`src/rtl/refq_pkg.sv`:
```
package refq_pkg;
    localparam int NUM_REF      = 2;
    localparam int SYNC_DEF     = 2;
    localparam int HIST_DEF     = 8;
    localparam int FAIL_MIN_DEF = 6;
    localparam int RUN_DEF      = 8;
    typedef logic [NUM_REF-1:0] ref_vec_t;
endpackage

```
`src/rtl/refq_sync_edge.sv`:
```
module refq_sync_edge #(
    parameter int STAGES = refq_pkg::SYNC_DEF
) (
    input  logic clk,
    input  logic rst_n,
    input  logic ref_i,
    output logic rise_o
);
    localparam int SW = STAGES + 1;

    typedef struct packed {
        logic [SW-1:0] sh;
    } st_t;

    st_t s_d, s_q;

    always_comb begin
        s_d    = s_q;
        s_d.sh = {s_q.sh[SW-2:0], ref_i};
    end

    always_ff @(posedge clk or negedge rst_n) begin
        if (!rst_n) s_q <= '0;
        else        s_q <= s_d;
    end

    // rising edge seen after the synchronizer stages
    assign rise_o = s_q.sh[STAGES-1] & ~s_q.sh[STAGES];
endmodule

```
`src/rtl/refq_freq_chk.sv`:
```
module refq_freq_chk #(
    parameter int GATE_CYC  = 4096,
    parameter int NOM_EDGES = 1024,
    parameter int QUAL_PM   = 24,
    parameter int DISQ_PM   = 80
) (
    input  logic clk,
    input  logic rst_n,
    input  logic gate_end_i,
    input  logic rise_i,
    output logic freq_ok_o
);
    localparam int CW = $clog2(GATE_CYC + 1);
    localparam logic [CW-1:0] NOM_V  = CW'(NOM_EDGES);
    localparam logic [CW-1:0] QUAL_V = CW'(NOM_EDGES * QUAL_PM / 1000);
    localparam logic [CW-1:0] DISQ_V = CW'(NOM_EDGES * DISQ_PM / 1000);

    typedef struct packed {
        logic [CW-1:0] cnt;
        logic          ok;
    } st_t;

    st_t s_d, s_q;
    logic [CW-1:0] meas;
    logic [CW-1:0] dev;

    always_comb begin
        s_d  = s_q;
        meas = s_q.cnt + CW'(rise_i);
        dev  = (meas >= NOM_V) ? (meas - NOM_V) : (NOM_V - meas);
        if (gate_end_i) begin
            s_d.cnt = '0;
            if (s_q.ok) s_d.ok = (dev <= DISQ_V);
            else        s_d.ok = (dev <= QUAL_V);
        end else begin
            s_d.cnt = meas;
        end
    end

    always_ff @(posedge clk or negedge rst_n) begin
        if (!rst_n) s_q <= '0;
        else        s_q <= s_d;
    end

    assign freq_ok_o = s_q.ok;
endmodule

```
`src/rtl/refq_phase_chk.sv`:
```
module refq_phase_chk #(
    parameter int PERR_W   = 12,
    parameter int WIN_PS   = 750,
    parameter int HIST_LEN = refq_pkg::HIST_DEF,
    parameter int FAIL_MIN = refq_pkg::FAIL_MIN_DEF,
    parameter int RUN_LEN  = refq_pkg::RUN_DEF
) (
    input  logic              clk,
    input  logic              rst_n,
    input  logic              strobe_i,
    input  logic [PERR_W-1:0] perr_i,
    output logic              phase_ok_o
);
    localparam int CW = $clog2(HIST_LEN + 1);
    localparam int RW = $clog2(RUN_LEN + 1);
    localparam logic [PERR_W-1:0] WIN_V  = PERR_W'(WIN_PS);
    localparam logic [CW-1:0]     FAIL_V = CW'(FAIL_MIN);
    localparam logic [RW-1:0]     RUN_V  = RW'(RUN_LEN);

    typedef struct packed {
        logic [HIST_LEN-1:0] hist;
        logic [RW-1:0]       run;
        logic                ok;
    } st_t;

    st_t s_d, s_q;
    logic                viol;
    logic [HIST_LEN-1:0] hist_n;
    logic [RW-1:0]       run_n;

    function automatic logic [CW-1:0] pop(input logic [HIST_LEN-1:0] v);
        logic [CW-1:0] c;
        c = '0;
        for (int i = 0; i < HIST_LEN; i++) c = c + CW'(v[i]);
        return c;
    endfunction

    always_comb begin
        s_d    = s_q;
        viol   = (perr_i > WIN_V);
        hist_n = {s_q.hist[HIST_LEN-2:0], viol};
        if (viol)                run_n = '0;
        else if (s_q.run == RUN_V) run_n = RUN_V;
        else                     run_n = s_q.run + RW'(1);
        if (strobe_i) begin
            s_d.hist = hist_n;
            s_d.run  = run_n;
            if (s_q.ok && (pop(hist_n) >= FAIL_V))
                s_d.ok = 1'b0;
            else if (!s_q.ok && (run_n == RUN_V))
                s_d.ok = 1'b1;
        end
    end

    always_ff @(posedge clk or negedge rst_n) begin
        if (!rst_n) s_q <= '0;
        else        s_q <= s_d;
    end

    assign phase_ok_o = s_q.ok;
endmodule

```
`src/rtl/refq_flag_latch.sv`:
```
module refq_flag_latch (
    input  logic clk,
    input  logic rst_n,
    input  logic boundary_i,
    input  logic fail_now_i,
    output logic fail_n_o
);
    typedef struct packed {
        logic sticky;
        logic flag_n;
    } st_t;

    st_t s_d, s_q;

    always_comb begin
        s_d = s_q;
        if (boundary_i) begin
            s_d.flag_n = ~(s_q.sticky | fail_now_i);
            s_d.sticky = 1'b0;
        end else begin
            s_d.sticky = s_q.sticky | fail_now_i;
        end
    end

    always_ff @(posedge clk or negedge rst_n) begin
        if (!rst_n) s_q <= '{sticky: 1'b0, flag_n: 1'b1};
        else        s_q <= s_d;
    end

    assign fail_n_o = s_q.flag_n;
endmodule

```
`src/rtl/refq_monitor.sv`:
```
module refq_monitor #(
    parameter int GATE_CYC  = 4096,
    parameter int NOM_EDGES = 1024,
    parameter int QUAL_PM   = 24,
    parameter int DISQ_PM   = 80,
    parameter int WIN_PS    = 750,
    parameter int UPD_LEN   = 128,
    parameter int PERR_W    = 12
) (
    input  logic              clk,
    input  logic              rst_n,
    input  logic [1:0]        ref_clk_i,
    input  logic              sel_i,
    input  logic [1:0]        amp_fault_i,
    input  logic [PERR_W-1:0] perr_i,
    input  logic              perr_vld_i,
    output logic [1:0]        fail_n_o
);
    import refq_pkg::*;

    localparam int GW = $clog2(GATE_CYC);
    localparam int UW = $clog2(UPD_LEN);
    localparam logic [GW-1:0] GATE_LAST = GW'(GATE_CYC - 1);
    localparam logic [UW-1:0] UPD_LAST  = UW'(UPD_LEN - 1);

    typedef struct packed {
        logic [GW-1:0] gate;
        logic [UW-1:0] upd;
    } st_t;

    st_t s_d, s_q;
    logic     gate_end;
    logic     upd_boundary;
    ref_vec_t rise;
    ref_vec_t freq_ok;
    ref_vec_t phase_ok;
    ref_vec_t fail_now;

    assign gate_end     = (s_q.gate == GATE_LAST);
    assign upd_boundary = perr_vld_i && (s_q.upd == UPD_LAST);

    always_comb begin
        s_d      = s_q;
        s_d.gate = gate_end ? '0 : s_q.gate + GW'(1);
        if (perr_vld_i)
            s_d.upd = upd_boundary ? '0 : s_q.upd + UW'(1);
    end

    always_ff @(posedge clk or negedge rst_n) begin
        if (!rst_n) s_q <= '0;
        else        s_q <= s_d;
    end

    for (genvar g = 0; g < NUM_REF; g++) begin : g_ref
        logic is_sel;
        assign is_sel = (sel_i == 1'(g));

        refq_sync_edge u_sync (
            .clk    (clk),
            .rst_n  (rst_n),
            .ref_i  (ref_clk_i[g]),
            .rise_o (rise[g])
        );

        refq_freq_chk #(
            .GATE_CYC  (GATE_CYC),
            .NOM_EDGES (NOM_EDGES),
            .QUAL_PM   (QUAL_PM),
            .DISQ_PM   (DISQ_PM)
        ) u_freq (
            .clk        (clk),
            .rst_n      (rst_n),
            .gate_end_i (gate_end),
            .rise_i     (rise[g]),
            .freq_ok_o  (freq_ok[g])
        );

        refq_phase_chk #(
            .PERR_W (PERR_W),
            .WIN_PS (WIN_PS)
        ) u_phase (
            .clk        (clk),
            .rst_n      (rst_n),
            .strobe_i   (perr_vld_i & is_sel),
            .perr_i     (perr_i),
            .phase_ok_o (phase_ok[g])
        );

        assign fail_now[g] = amp_fault_i[g] | ~freq_ok[g] | (is_sel & ~phase_ok[g]);

        refq_flag_latch u_flag (
            .clk        (clk),
            .rst_n      (rst_n),
            .boundary_i (upd_boundary),
            .fail_now_i (fail_now[g]),
            .fail_n_o   (fail_n_o[g])
        );
    end
endmodule

```
`config.mk`:
```
export PLATFORM = sky130hd
export DESIGN_NAME = refq_monitor
export DESIGN_NICKNAME = d
export VERILOG_FILES = /design/src/rtl/refq_pkg.sv /design/src/rtl/refq_sync_edge.sv /design/src/rtl/refq_freq_chk.sv /design/src/rtl/refq_phase_chk.sv /design/src/rtl/refq_flag_latch.sv /design/src/rtl/refq_monitor.sv
export SDC_FILE = /design/constraint.sdc
export NUM_CORES = 1
export LEC_CHECK = 0
export ABC_AREA = 1
export ABC_CLOCK_PERIOD_IN_PS = 9500
export BUFFER_PORTS_ARGS = -buffer_cell sky130_fd_sc_hd__buf_2
export CAP_MARGIN = 20
export CORE_MARGIN = 3
export CORE_UTILIZATION = 26
export CTS_CLUSTER_DIAMETER = 60
export DETAILED_ROUTE_END_ITERATION = 16
export GPL_TIMING_DRIVEN = 0
export PLACE_DENSITY_LB_ADDON = 0.08
export SLEW_MARGIN = 10
export SYNTH_ARGS = -nofsm -noshare
export SYNTH_HDL_FRONTEND = slang
export SYNTH_HIERARCHICAL = 1
export SYNTH_SLANG_ARGS = --single-unit
```
`constraint.sdc`:
```
create_clock -name clk -period 9.5 [get_ports clk]
set_clock_uncertainty 0.2 [all_clocks]
set_input_delay 0.475 -clock clk [delete_from_list [all_inputs] [get_ports clk]]
set_output_delay 0.475 -clock clk [all_outputs]
set_load 0.01 [all_outputs]
```
==> results of run 1 <==
==> logic make-up (layout without fill, tap and decap cells) <==
kind of cell,count (synthesis),after routing,share of synthesized area [%]
AND/OR/NAND/NOR,444,444,38.0
flip-flops,81,81,37.5
adder cells (fa/ha/maj),32,32,8.50
XOR/XNOR,10,10,1.62
AO/OA/AOI/OAI,52,52,5.47
buffers and inverters,128,166,8.98
==> per-stage QoR <==
stage / hold WS, ps / utilization (%)
final: 40.5 / 30.6
after global routing: 25.2 / 30.6
after CTS: 21.0 / 30.6
after detailed placement: 136 / 28.9
after floorplan: -20.6 / -
after global placement: 137 / 28.8
==> layout make-up <==
cell class                 count  area (um^2)
fill                        2156        14100
multi-input combinational    538         2900
sequential                    81         2030
inverter                     121          454
tap                          270          338
clock buffer                   9          225
timing repair buffer          22          140
clock inverter                 7          101
buffer                         7         32.5
==> worst max-delay path: cells and delay by family <==
family | cells | cell delay [ps]
AO/OA/AOI/OAI | 2 | 290
AND/OR/NAND/NOR | 7 | 640
adder cells (fa/ha/maj) | 5 | 2110
buffers and inverters | 5 | 270
==> Yosys cell counts, drive strengths merged (6+ instances only) <==
cell    count  area, um^2
a21oi      14        70.1
nand4      16         106
fa          8         160
inv       121         454
o21ai      30         165
nand3b      6        45.0
nand2     249        1020
nor2      115         564
ha         24         300
nand3      50         280
xor2        7        61.3
dfrtp      79        1980
==> sequential cells by signal, summed over array words and instances, names as in the netlist <==
| name | count |
|---|---|
| g_ref.u_sync/s_q | 6 |
| s_q | 19 |
| g_ref.u_phase/phase_ok_o | 2 |
| g_ref.u_phase/hist_n | 14 |
| g_ref.u_phase/s_q | 8 |
| g_ref.u_freq/s_q | 26 |
| g_ref.u_flag/fail_n_o | 2 |
| g_ref.u_flag/s_q | 2 |
| g_ref.u_freq/freq_ok_o | 2 |
==> report_power, final <==
group	internal [mW]	switching, mW
Combinational	0.155	0.239
Clock	0.233	0.155
Sequential	0.395	0.0489
==> metal layers <==
layer / vias to the layer above / global-route usage [%] / part of all wire (%)
met5: - / 0 / 0
li1: 2377 / - / -
met4: 0 / 3.43 / 1.3
met3: 11 / 2.17 / 2.6
met1: 2026 / 14.4 / 49
met2: 34 / 18.5 / 47
==> final timing paths <==
path | start | end | cells past startpoint
max | perr_i[11] | g_ref[0].u_phase/phase_ok_o | 19
min | ref_clk_i[0] | g_ref[0].u_sync/s_q[0] | 1
max reg2reg | g_ref[0].u_phase/hist_n[1] | g_ref[0].u_phase/phase_ok_o | 12
min reg2reg | g_ref[0].u_sync/s_q[0] | g_ref[0].u_sync/s_q[1] | 0
max in group asynchronous | rst_n | g_ref[1].u_flag/fail_n_o | 3
min in group asynchronous | rst_n | g_ref[0].u_freq/s_q[12] | 2
==> what timing repair did <==
action                                  CTS  global route
gates resized for setup                   0             0
hold buffers                              1             0
endpoints found under the setup margin    0             0
hold endpoints to repair                 24             0
==> out/results.tsv, run 1 <==
stage	metric	value	unit
outcome	outcome	complete, no violations	
critical_path	path_cells	buf_2 > inv_1 > nand2_1 > nor2_1 > nand2_1 > nand2_2 > nand2_2 > fa_1 > inv_1 > fa_1 > fa_1 > inv_1 > ha_1 > fa_1 > nand2_1 > inv_1 > o211ai_1 > nand2_1 > o21ai_1	
synthesis	synth.distinct_cells	33	
place	dpl_worst_slack	5420	ps
critical_path	max_stage_delay	510	ps
place	dp_hpwl	8800	um
place	dp.cells	1038	
floorplan	dieHeight	150	um
job	cap_violations	0	
floorplan	die_w	150	um
critical_path	worstPathRequired	9570	ps
hold_path	hp-class	in2reg	
global_routing	grt_use_total	11.1	%
clock_tree	cts-root-buf	clkbuf_16	
floorplan	boundaryPins	22	
place	gp_congestion	0.768	
critical_path	worst-setup-path-type	in2reg	
cells_and_area	layout_common_cells	nand2_1, inv_1, nor2_1	
clock_tree	cts_buffer_depth	2	
power_and_ir_drop	powerDensity	197	nW/um^2
synthesis	yosysWarnings	6	
timing	tightest_slew	530	ps
synthesis	syn_nets	799	
timing	timing.final.ws_setup	5790	ps
timing	layout_min_cycle_time	3710	ps
floorplan	start_util	26.6	%
critical_path	endpoint_kind	flip-flop	
clock_tree	clock_sinks	81	
timing	slew_violations	0	
clock_tree	cts_setup_buffers	0	
clock_tree	cts.clk_slew.worst_paths	70	ps
synthesis	synth_cells	747	
synthesis	synth-edff-count	0	
route	wirelength	11500	um
critical_path	r2r_slack	6100	ps
synthesis	synth-seq-cells	81	
route	drc	0	
timing	maxSlewHeadroom	64.7	%
floorplan	core	20400	um^2
clock_tree	htree_levels	3	
timing	finalCritPeriodShare	39.1	%
cells_and_area	antenna_cells	0	
cells_and_area	layout_commonest_cell	nand2_1	
global_routing	antenna_found_initial	0	
cells_and_area	design_area	6220	um^2
route	first_pass_iters	5	
power_and_ir_drop	leakagePower	3.18	nW
route	drt_iter0_markers	151	
cells_and_area	final_cells	1055	
timing	rsz0062_at_grt	no	
synthesis	avgSynthCellArea	7.25	um^2
clock_tree	cts_buffers	9	
timing	finalSetupTns	0	ps
global_routing	grt_max_degree	58	
cells_and_area	finalNetCount	832	
cells_and_area	area.growth.synth_to_final	14.8	%
power_and_ir_drop	power	1.23	mW
global_routing	grt_pass1_wl	20400	um
critical_path	critPathLaunchType	input port	
synthesis	ys.flop_type	dfrtp_1	
floorplan	die-area	22600	um^2
cells_and_area	layout-drive-gt1-share	14.5	%
critical_path	cp_max_fo	3	
clock_tree	cts_tree	yes	
route	via_count	4448	
place	port_buffers	20	
clock_tree	clk_latency	340	ps
timing	finalSetupViolCount	0	
critical_path	arrival	3780	ps
critical_path	slowest_stage	fa_1	
floorplan	rows	52	
route	wl_per_cell	10.9	um
synthesis	async_flop_share	100	%
route	viasPerCell	4.22	
global_routing	grt_pass1_vias	4411	
synthesis	seq_area_frac_synth	37.5	%
synthesis	netlist_area	5420	um^2
timing	finalHoldViolations	0	
power_and_ir_drop	ir_worst_vdd	0.000109	V
route	ant_nets	0	
place	placedInstanceArea	5890	um^2
timing	max_freq	0.269	GHz
global_routing	grt_overflow_total	0	
Power figures use the tool's default switching activity.
==> inputs of run 2 (changes only) <==
- ABC_AREA: 1 -> 0
- ABC_CLOCK_PERIOD_IN_PS: 9500 -> 3500
- clock period: 9.5 -> 3.5 ns (I/O delays scaled with it)
==> out/results.tsv, run 2 <==
stage	metric	value	unit	change
synthesis	synth-seq-cells	81		unchanged
route	drt_iter0_markers	207		was 151
clock_tree	cts_buffers	9		unchanged
critical_path	slowest_stage	or4_4		was fa_1
clock_tree	cts.clk_slew.worst_paths	60	ps	was 70 ps
critical_path	reg2regPathDepth	15		was 12
outcome	outcome	complete, no violations		unchanged
synthesis	synth_common_cells	dfrtp_1, nor2_1, nand2_1, inv_1		was nand2_1, inv_1, nor2_1, dfrtp_1, nand3_1
power_and_ir_drop	ir_worst_vdd	0.000279	V	was 0.000109 V
synthesis	synth_largest_area_cell	dfrtp_1		unchanged
global_routing	grt_max_degree	43		was 58
global_routing	use_met2	19.1	%	was 18.5%
synthesis	ys.flop_type	dfrtp_1		unchanged
synthesis	synth_top_area_share	38.0	%	was 36.5%
global_routing	antenna_found_initial	0		unchanged
hold_path	hp-class	in2reg		unchanged
critical_path	worstPathRequired	3560	ps	was 9570 ps
floorplan	dieHeight	147	um	was 150 um
global_routing	grt_busiest_layer	met2		unchanged
timing	slew_violations	0		unchanged
cells_and_area	finalNetCount	633		was 832
synthesis	avgSynthCellArea	9.86	um^2	was 7.25 um^2
timing	finalHoldViolations	0		unchanged
critical_path	critical_path_depth	15		was 19
route	wirelength	12300	um	was 11500 um
place	dp_hpwl	8560	um	was 8800 um
global_routing	grt_overflow_total	0		unchanged
critical_path	max_stage_delay	560	ps	was 510 ps
route	viasPerCell	4.78		was 4.22
global_routing	grt_pass1_wl	20700	um	was 20400 um
critical_path	critical_path.top_delay_family	compound AO/OA/AOI/OAI gates		was adder cells
synthesis	netlist_area	5200	um^2	was 5420 um^2
clock_tree	cts_tree	yes		unchanged
cells_and_area	final_cells	851		was 1055
synthesis	yosysWarnings	6		unchanged
floorplan	die-area	21700	um^2	was 22600 um^2
cells_and_area	largest_reg_flops	26		unchanged
synthesis	seq_area_frac_synth	39.0	%	was 37.5%
floorplan	core	19500	um^2	was 20400 um^2
place	dpl_worst_slack	-240	ps	was 5420 ps
timing	finalSetupViolCount	0		unchanged
route	drc	0		unchanged
global_routing	grt_util_met1	15.6	%	was 14.4%
critical_path	crit_buf_inv	4		was 5
job	cap_violations	0		unchanged
critical_path	cp_max_fo	6		was 3
clock_tree	clock_sinks	81		unchanged
synthesis	synth_area_leaders	dfrtp_1, ha_1, xor2_1, nor2_1, fa_1		was dfrtp_1, nand2_1, inv_1, nor2_1, ha_1
timing	layout_min_cycle_time	3450	ps	
cells_and_area	design_area	6360	um^2	was 6220 um^2
global_routing	grt_use_total	11.7	%	was 11.1%
power_and_ir_drop	leakagePower	2.70	nW	was 3.18 nW
synthesis	async_flop_share	100	%	unchanged
floorplan	boundaryPins	22		unchanged
critical_path	worst-setup-path-type	reg2reg		was in2reg
timing	tightest_slew	666	ps	was 530 ps
timing	maxSlewHeadroom	55.4	%	was 64.7%
cells_and_area	antenna_cells	0		unchanged
critical_path	endpoint_kind	flip-flop		unchanged
place	placedInstanceArea	5660	um^2	was 5890 um^2
synthesis	yosysMostFrequentCell	dfrtp_1		was nand2_1
route	wl_per_cell	14.4	um	was 10.9 um
critical_path	critPathLaunchType	flip-flop		was input port
timing	timing.final.ws_setup	51.2	ps	was 5790 ps
floorplan	die_w	147	um	was 150 um
critical_path	path_cells	nor2b_4 > ha_4 > ha_4 > buf_6 > nand3_4 > or4_4 > nand2_4 > buf_4 > buf_4 > inv_2 > ha_2 > a2111o_1 > o31a_1 > a2111o_1 > a32oi_1		was buf_2 > inv_1 > nand2_1 > nor2_1 > nand2_1 > nand2_2 > nand2_2 > fa_1 > inv_1 > fa_1 > fa_1 > inv_1 > ha_1 > fa_1 > nand2_1 > inv_1 > o211ai_1 > nand2_1 > o21ai_1
synthesis	synth_cells	527		was 747
critical_path	arrival	3510	ps	was 3780 ps
clock_tree	cts-root-buf	clkbuf_16		unchanged
route	ant_nets	0		unchanged
route	first_pass_iters	4		was 5
clock_tree	htree_levels	3		unchanged
timing	max_freq	0.290	GHz	
global_routing	grt_pass1_vias	4136		was 4411
synthesis	syn_nets	579		was 799
hold_path	whs_path_depth	4		was 1
cells_and_area	layout-drive-gt1-share	23.0	%	was 14.5%
floorplan	rows	51		was 52
global_routing	grt_use_met3	1.81	%	was 2.17%
route	via_count	4066		was 4448
place	gp_congestion	0.753		was 0.768
synthesis	synth-edff-count	0		unchanged
place	dp.cells	814		was 1038
cells_and_area	regMostFlops	g_ref.u_freq/s_q		unchanged
floorplan	start_util	26.6	%	about the same
cells_and_area	area.growth.synth_to_final	22.4	%	was 14.8%
clock_tree	cts_buffer_depth	2		unchanged
clock_tree	clk_latency	340	ps	about the same
cells_and_area	layout_common_cells	dfrtp_1, nor2_1, nand2_1		was nand2_1, inv_1, nor2_1
power_and_ir_drop	powerDensity	561	nW/um^2	was 197 nW/um^2
timing	fin_hold_ws	36.2	ps	was 40.5 ps
cells_and_area	final_util	32.6	%	was 30.6%
timing	rsz0062_at_grt	yes		was no
cells_and_area	layout_commonest_cell	dfrtp_1		was nand2_1
place	port_buffers	21		was 20
synthesis	synth.distinct_cells	71		was 33
timing	finalCritPeriodShare	98.5	%	
[run 2: worst min-delay path: cells and delay by family]
kind | cells | cell delay [ps]
AOI/OAI and AO/OA | 3 | 250
buffers and inverters | 1 | 100
[run 2: area by class of cell]
cell class                      count  area, um^2
Multi-Input combinational cell    393        3130
Buffer                             19         123
Sequential cell                    81        2030
Fill cell                        2046       13200
Clock buffer                       11         233
Timing Repair Buffer               44         315
Clock inverter                      5        81.3
Inverter                           33         124
Tap cell                          265         332
[run 2: report_power, final]
part	internal [mW]	switching (mW)
Clock	0.626	0.398
Sequential	1.07	0.122
Combinational	0.609	0.744
Total	2.31	1.26
[run 2: stage by stage]
step,TNS [ps],total power [mW]
5_1_grt,-57.0,3.88
6_report,0,3.57
3_5_place_dp,-892,2.44
4_1_cts,0,3.58
2_1_floorplan,0,2.14
3_3_place_gp,-838,2.42
[run 2: layer usage]
layer	up-vias	part of all wire, %
met3	20	2.2
met5	-	0
met1	1971	49
met2	54	47
met4	0	1.9
li1	2021	-
[run 2: timing repair]
| item | in CTS | in global routing |
|---|---|---|
| endpoints found under the setup margin | 2 | 4 |
| resized for setup | 20 | 24 |
| hold endpoints to repair | 44 | 0 |
| hold buffers | 6 | 0 |
| pin swaps | 4 | 14 |
| cloned | 1 | 0 |
| setup buffers | 5 | 11 |
[run 2: cells by family (layout without fill, tap and decap cells)]
logic type / Yosys count / after routing / synth area share, %
flops: 81 / 81 / 39.0
xor+xnor: 38 / 38 / 6.69
buf+inv: 54 / 112 / 5.03
mux: 9 / 9 / 2.05
simple gates: 202 / 203 / 22.4
fa+ha+maj: 32 / 32 / 8.86
compound gates: 111 / 111 / 16.0
[run 2: path summary, 6_finish.rpt]
kind | startpoint | end | slack (ps)
max reg2reg | g_ref[1].u_sync/s_q[2] | g_ref[1].u_freq/freq_ok_o | 50
min reg2reg | g_ref[1].u_sync/s_q[0] | g_ref[1].u_sync/s_q[1] | 150
min in group asynchronous | rst_n | g_ref[0].u_freq/s_q[8] | 180
max | g_ref[1].u_sync/s_q[2] | g_ref[1].u_freq/freq_ok_o | 50
max in group asynchronous | rst_n | g_ref[0].u_flag/fail_n_o | 2250
min | perr_i[11] | g_ref[0].u_phase/s_q[4] | 40
==> inputs of run 3 (changes only) <==
- SYNTH_HIERARCHICAL: 1 -> not set
==> out/results.tsv, run 3 <==
stage	metric	value	unit	change
floorplan	boundaryPins	22		unchanged
floorplan	dieHeight	146	um	was 147 um
job	cap_violations	0		unchanged
global_routing	grt_use_total	11.7	%	about the same
timing	timing.final.ws_setup	-178	ps	was 51.2 ps
timing	max_freq	0.272	GHz	was 0.290 GHz
clock_tree	cts_buffers	9		unchanged
clock_tree	clk_latency	340	ps	about the same
critical_path	timing.rr.start	g_ref[0].u_phase.hist_n[1]		was g_ref[1].u_sync/s_q[2]
clock_tree	cts_tree	yes		unchanged
synthesis	netlist_area	5100	um^2	was 5200 um^2
synthesis	seq_area_frac_synth	39.8	%	was 39.0%
place	gp_congestion	0.794		was 0.753
critical_path	cp_max_fo	3		was 6
place	dp_hpwl	8580	um	was 8560 um
timing	finalHoldViolations	0		unchanged
timing	finalSetupViolCount	2		was 0
timing	fin_hold_ws	91.9	ps	was 36.2 ps
cells_and_area	finalNetCount	669		was 633
clock_tree	clock_sinks	81		unchanged
clock_tree	cts-root-buf	clkbuf_16		unchanged
hold_path	whs_path_depth	3		was 4
cells_and_area	final_cells	882		was 851
cells_and_area	layout_commonest_cell	dfrtp_1		unchanged
synthesis	avgSynthCellArea	8.94	um^2	was 9.86 um^2
hold_path	hold_start	perr_vld_i		was perr_i[11]
synthesis	synth-seq-cells	81		unchanged
route	ant_nets	0		unchanged
critical_path	startpoint	perr_i[3]		was g_ref[1].u_sync/s_q[2]
route	wirelength	12000	um	was 12300 um
synthesis	syn_nets	623		was 579
critical_path	endpoint_kind	flip-flop		unchanged
outcome	outcome	finished, violations left		was complete, no violations
synthesis	yosysMostFrequentCell	dfrtp_1		unchanged
route	first_pass_iters	4		unchanged
timing	maxSlewHeadroom	54.1	%	was 55.4%
timing	rsz0062_at_grt	yes		unchanged
route	via_count	4147		was 4066
floorplan	start_util	26.8	%	was 26.6%
timing	finalCritPeriodShare	105	%	was 98.5%
route	viasPerCell	4.70		was 4.78
cells_and_area	layout_common_cells	dfrtp_1, nor2_1, nand2_1		unchanged
cells_and_area	antenna_cells	0		unchanged
critical_path	worstPathRequired	3530	ps	was 3560 ps
critical_path	arrival	3710	ps	was 3510 ps
critical_path	reg2regPathDepth	12		was 15
synthesis	async_flop_share	100	%	unchanged
timing	tightest_slew	684	ps	was 666 ps
cells_and_area	area.growth.synth_to_final	22.1	%	was 22.4%
synthesis	synth_top_area_share	38.7	%	was 38.0%
global_routing	grt_pass1_vias	4195		was 4136
synthesis	synth-edff-count	0		unchanged
route	drt_iter0_markers	160		was 207
synthesis	yosysWarnings	0		was 6
outcome	violations	negative setup slack		
global_routing	grt_max_degree	46		was 43
critical_path	critPathLaunchType	input port		was flip-flop
floorplan	die_w	146	um	was 147 um
clock_tree	htree_levels	3		unchanged
global_routing	grt_pass1_wl	20600	um	was 20700 um
place	port_buffers	20		was 21
floorplan	die-area	21300	um^2	was 21700 um^2
synthesis	synth_cells	571		was 527
route	wl_per_cell	13.6	um	was 14.4 um
clock_tree	cts_buffer_depth	2		unchanged
clock_tree	cts.clk_slew.worst_paths	70	ps	was 60 ps
timing	layout_min_cycle_time	3680	ps	was 3450 ps
floorplan	rows	50		was 51
floorplan	core	19000	um^2	was 19500 um^2
power_and_ir_drop	leakagePower	2.69	nW	was 2.70 nW
place	dp.cells	852		was 814
power_and_ir_drop	powerDensity	563	nW/um^2	was 561 nW/um^2
cells_and_area	regMostFlops	g_ref.u_freq.s_q		was g_ref.u_freq/s_q
hold_path	hp-class	in2reg		unchanged
cells_and_area	design_area	6230	um^2	was 6360 um^2
synthesis	synth.distinct_cells	61		was 71
cells_and_area	largest_reg_flops	26		unchanged
route	drc	0		unchanged
timing	slew_violations	0		unchanged
critical_path	worst-setup-path-type	in2reg		was reg2reg
synthesis	synth_common_cells	dfrtp_1, nor2_1, nand2_1, inv_1, o21ai_0		was dfrtp_1, nor2_1, nand2_1, inv_1
synthesis	ys.flop_type	dfrtp_1		unchanged
power_and_ir_drop	ir_worst_vdd	0.000221	V	was 0.000279 V
synthesis	synth_largest_area_cell	dfrtp_1		unchanged
place	placedInstanceArea	5580	um^2	was 5660 um^2
global_routing	antenna_found_initial	0		unchanged
global_routing	grt_overflow_total	0		unchanged
synthesis	synth_area_leaders	dfrtp_1, ha_1, nor2_1, xnor2_1, xor2_1		was dfrtp_1, ha_1, xor2_1, nor2_1, fa_1
cells_and_area	layout-drive-gt1-share	16.6	%	was 23.0%
## run 3: changes by cell type in the layout (fill, tap and decap cells not counted), sizes merged, moves of 5 or more
cell / before / now
o31ai: 10 / 3
buf: 53 / 40
nand4: 19 / 12
and3: 8 / 15
a21oi: 7 / 15
nand2: 42 / 53
nor2: 44 / 69
nor3: 12 / 17
xnor2: 16 / 29
clkbuf: 15 / 24
o21ai: 28 / 36
## run 3: worst paths after layout
path / slack, ps / endpoint
setup / recovery: -180 / g_ref[1].u_phase.phase_ok_o
hold / removal: 90 / g_ref[1].u_phase.s_q[2]
setup reg to reg: 60 / g_ref[0].u_phase.phase_ok_o
hold reg to reg: 150 / g_ref[1].u_sync.s_q[1]
max in group asynchronous: 2340 / s_q[13]
min in group asynchronous: 160 / g_ref[1].u_freq.s_q[3]
## run 3: cell type report
type | instances | area (um^2)
buffer | 22 | 103
inverter | 35 | 131
fill | 2016 | 12800
multi-input combinational | 430 | 3080
tap | 260 | 325
clock buffer | 10 | 229
sequential | 81 | 2030
clock inverter | 6 | 43.8
timing repair buffer | 38 | 289
## run 3: routing by layer
layer / global-route usage [%] / vias to the layer above / wire, um
li1: - / 2056 / -
met4: 4.19 / 0 / 225
met2: 19.2 / 62 / 5590
met1: 15.4 / 2012 / 5770
met5: 0 / - / 0
met3: 2.64 / 17 / 396
## run 3: cells by family after synthesis
| group | count (synthesis) | synth area share [%] |
|---|---|---|
| xor+xnor | 55 | 9.44 |
| compound gates | 100 | 12.6 |
| simple gates | 233 | 22.3 |
| flops | 81 | 39.8 |
| buf+inv | 60 | 4.68 |
| mux | 10 | 2.16 |
| fa+ha+maj | 32 | 9.02 |
## run 3: timing repair
item                                   CTS  global route
endpoints found under the hold margin   43             0
pin swaps                               11            16
buffers inserted                         5             6
gates resized for setup                 17            30
setup endpoints to repair                4             4
hold buffers                             6             0
## run 3: per-stage QoR
stage | power (mW) | utilization (%) | setup WS [ps] | TNS, ps
3_3_place_gp | 2.44 | 29.2 | -750 | -1760
5_1_grt | 3.82 | 32.8 | -353 | -683
2_1_floorplan | 2.17 | - | -392 | -618
6_report | 3.51 | 32.8 | -178 | -326
3_5_place_dp | 2.47 | 29.3 | -781 | -1830
4_1_cts | 3.47 | 31.7 | -289 | -554
## run 3: critical path, stage by stage
cell     delay [ps]
buf_6            90
a41o_1          220
a41o_1          190
a211o_4         350
buf_4           140
buf_6           110
fa_1            470
inv_1            50
fa_1            460
fa_1            510
inv_2            40
ha_4            150
fa_2            520
a22oi_2          50
o21ai_1         110
o21ai_1          70
## run 3: where the power goes
group          leakage [nW]  switching [mW]  total [mW]  internal [mW]
registers              1.02           0.155        1.23           1.08
clock network         0.133           0.402       0.885          0.483
logic                  1.53           0.765        1.39          0.621
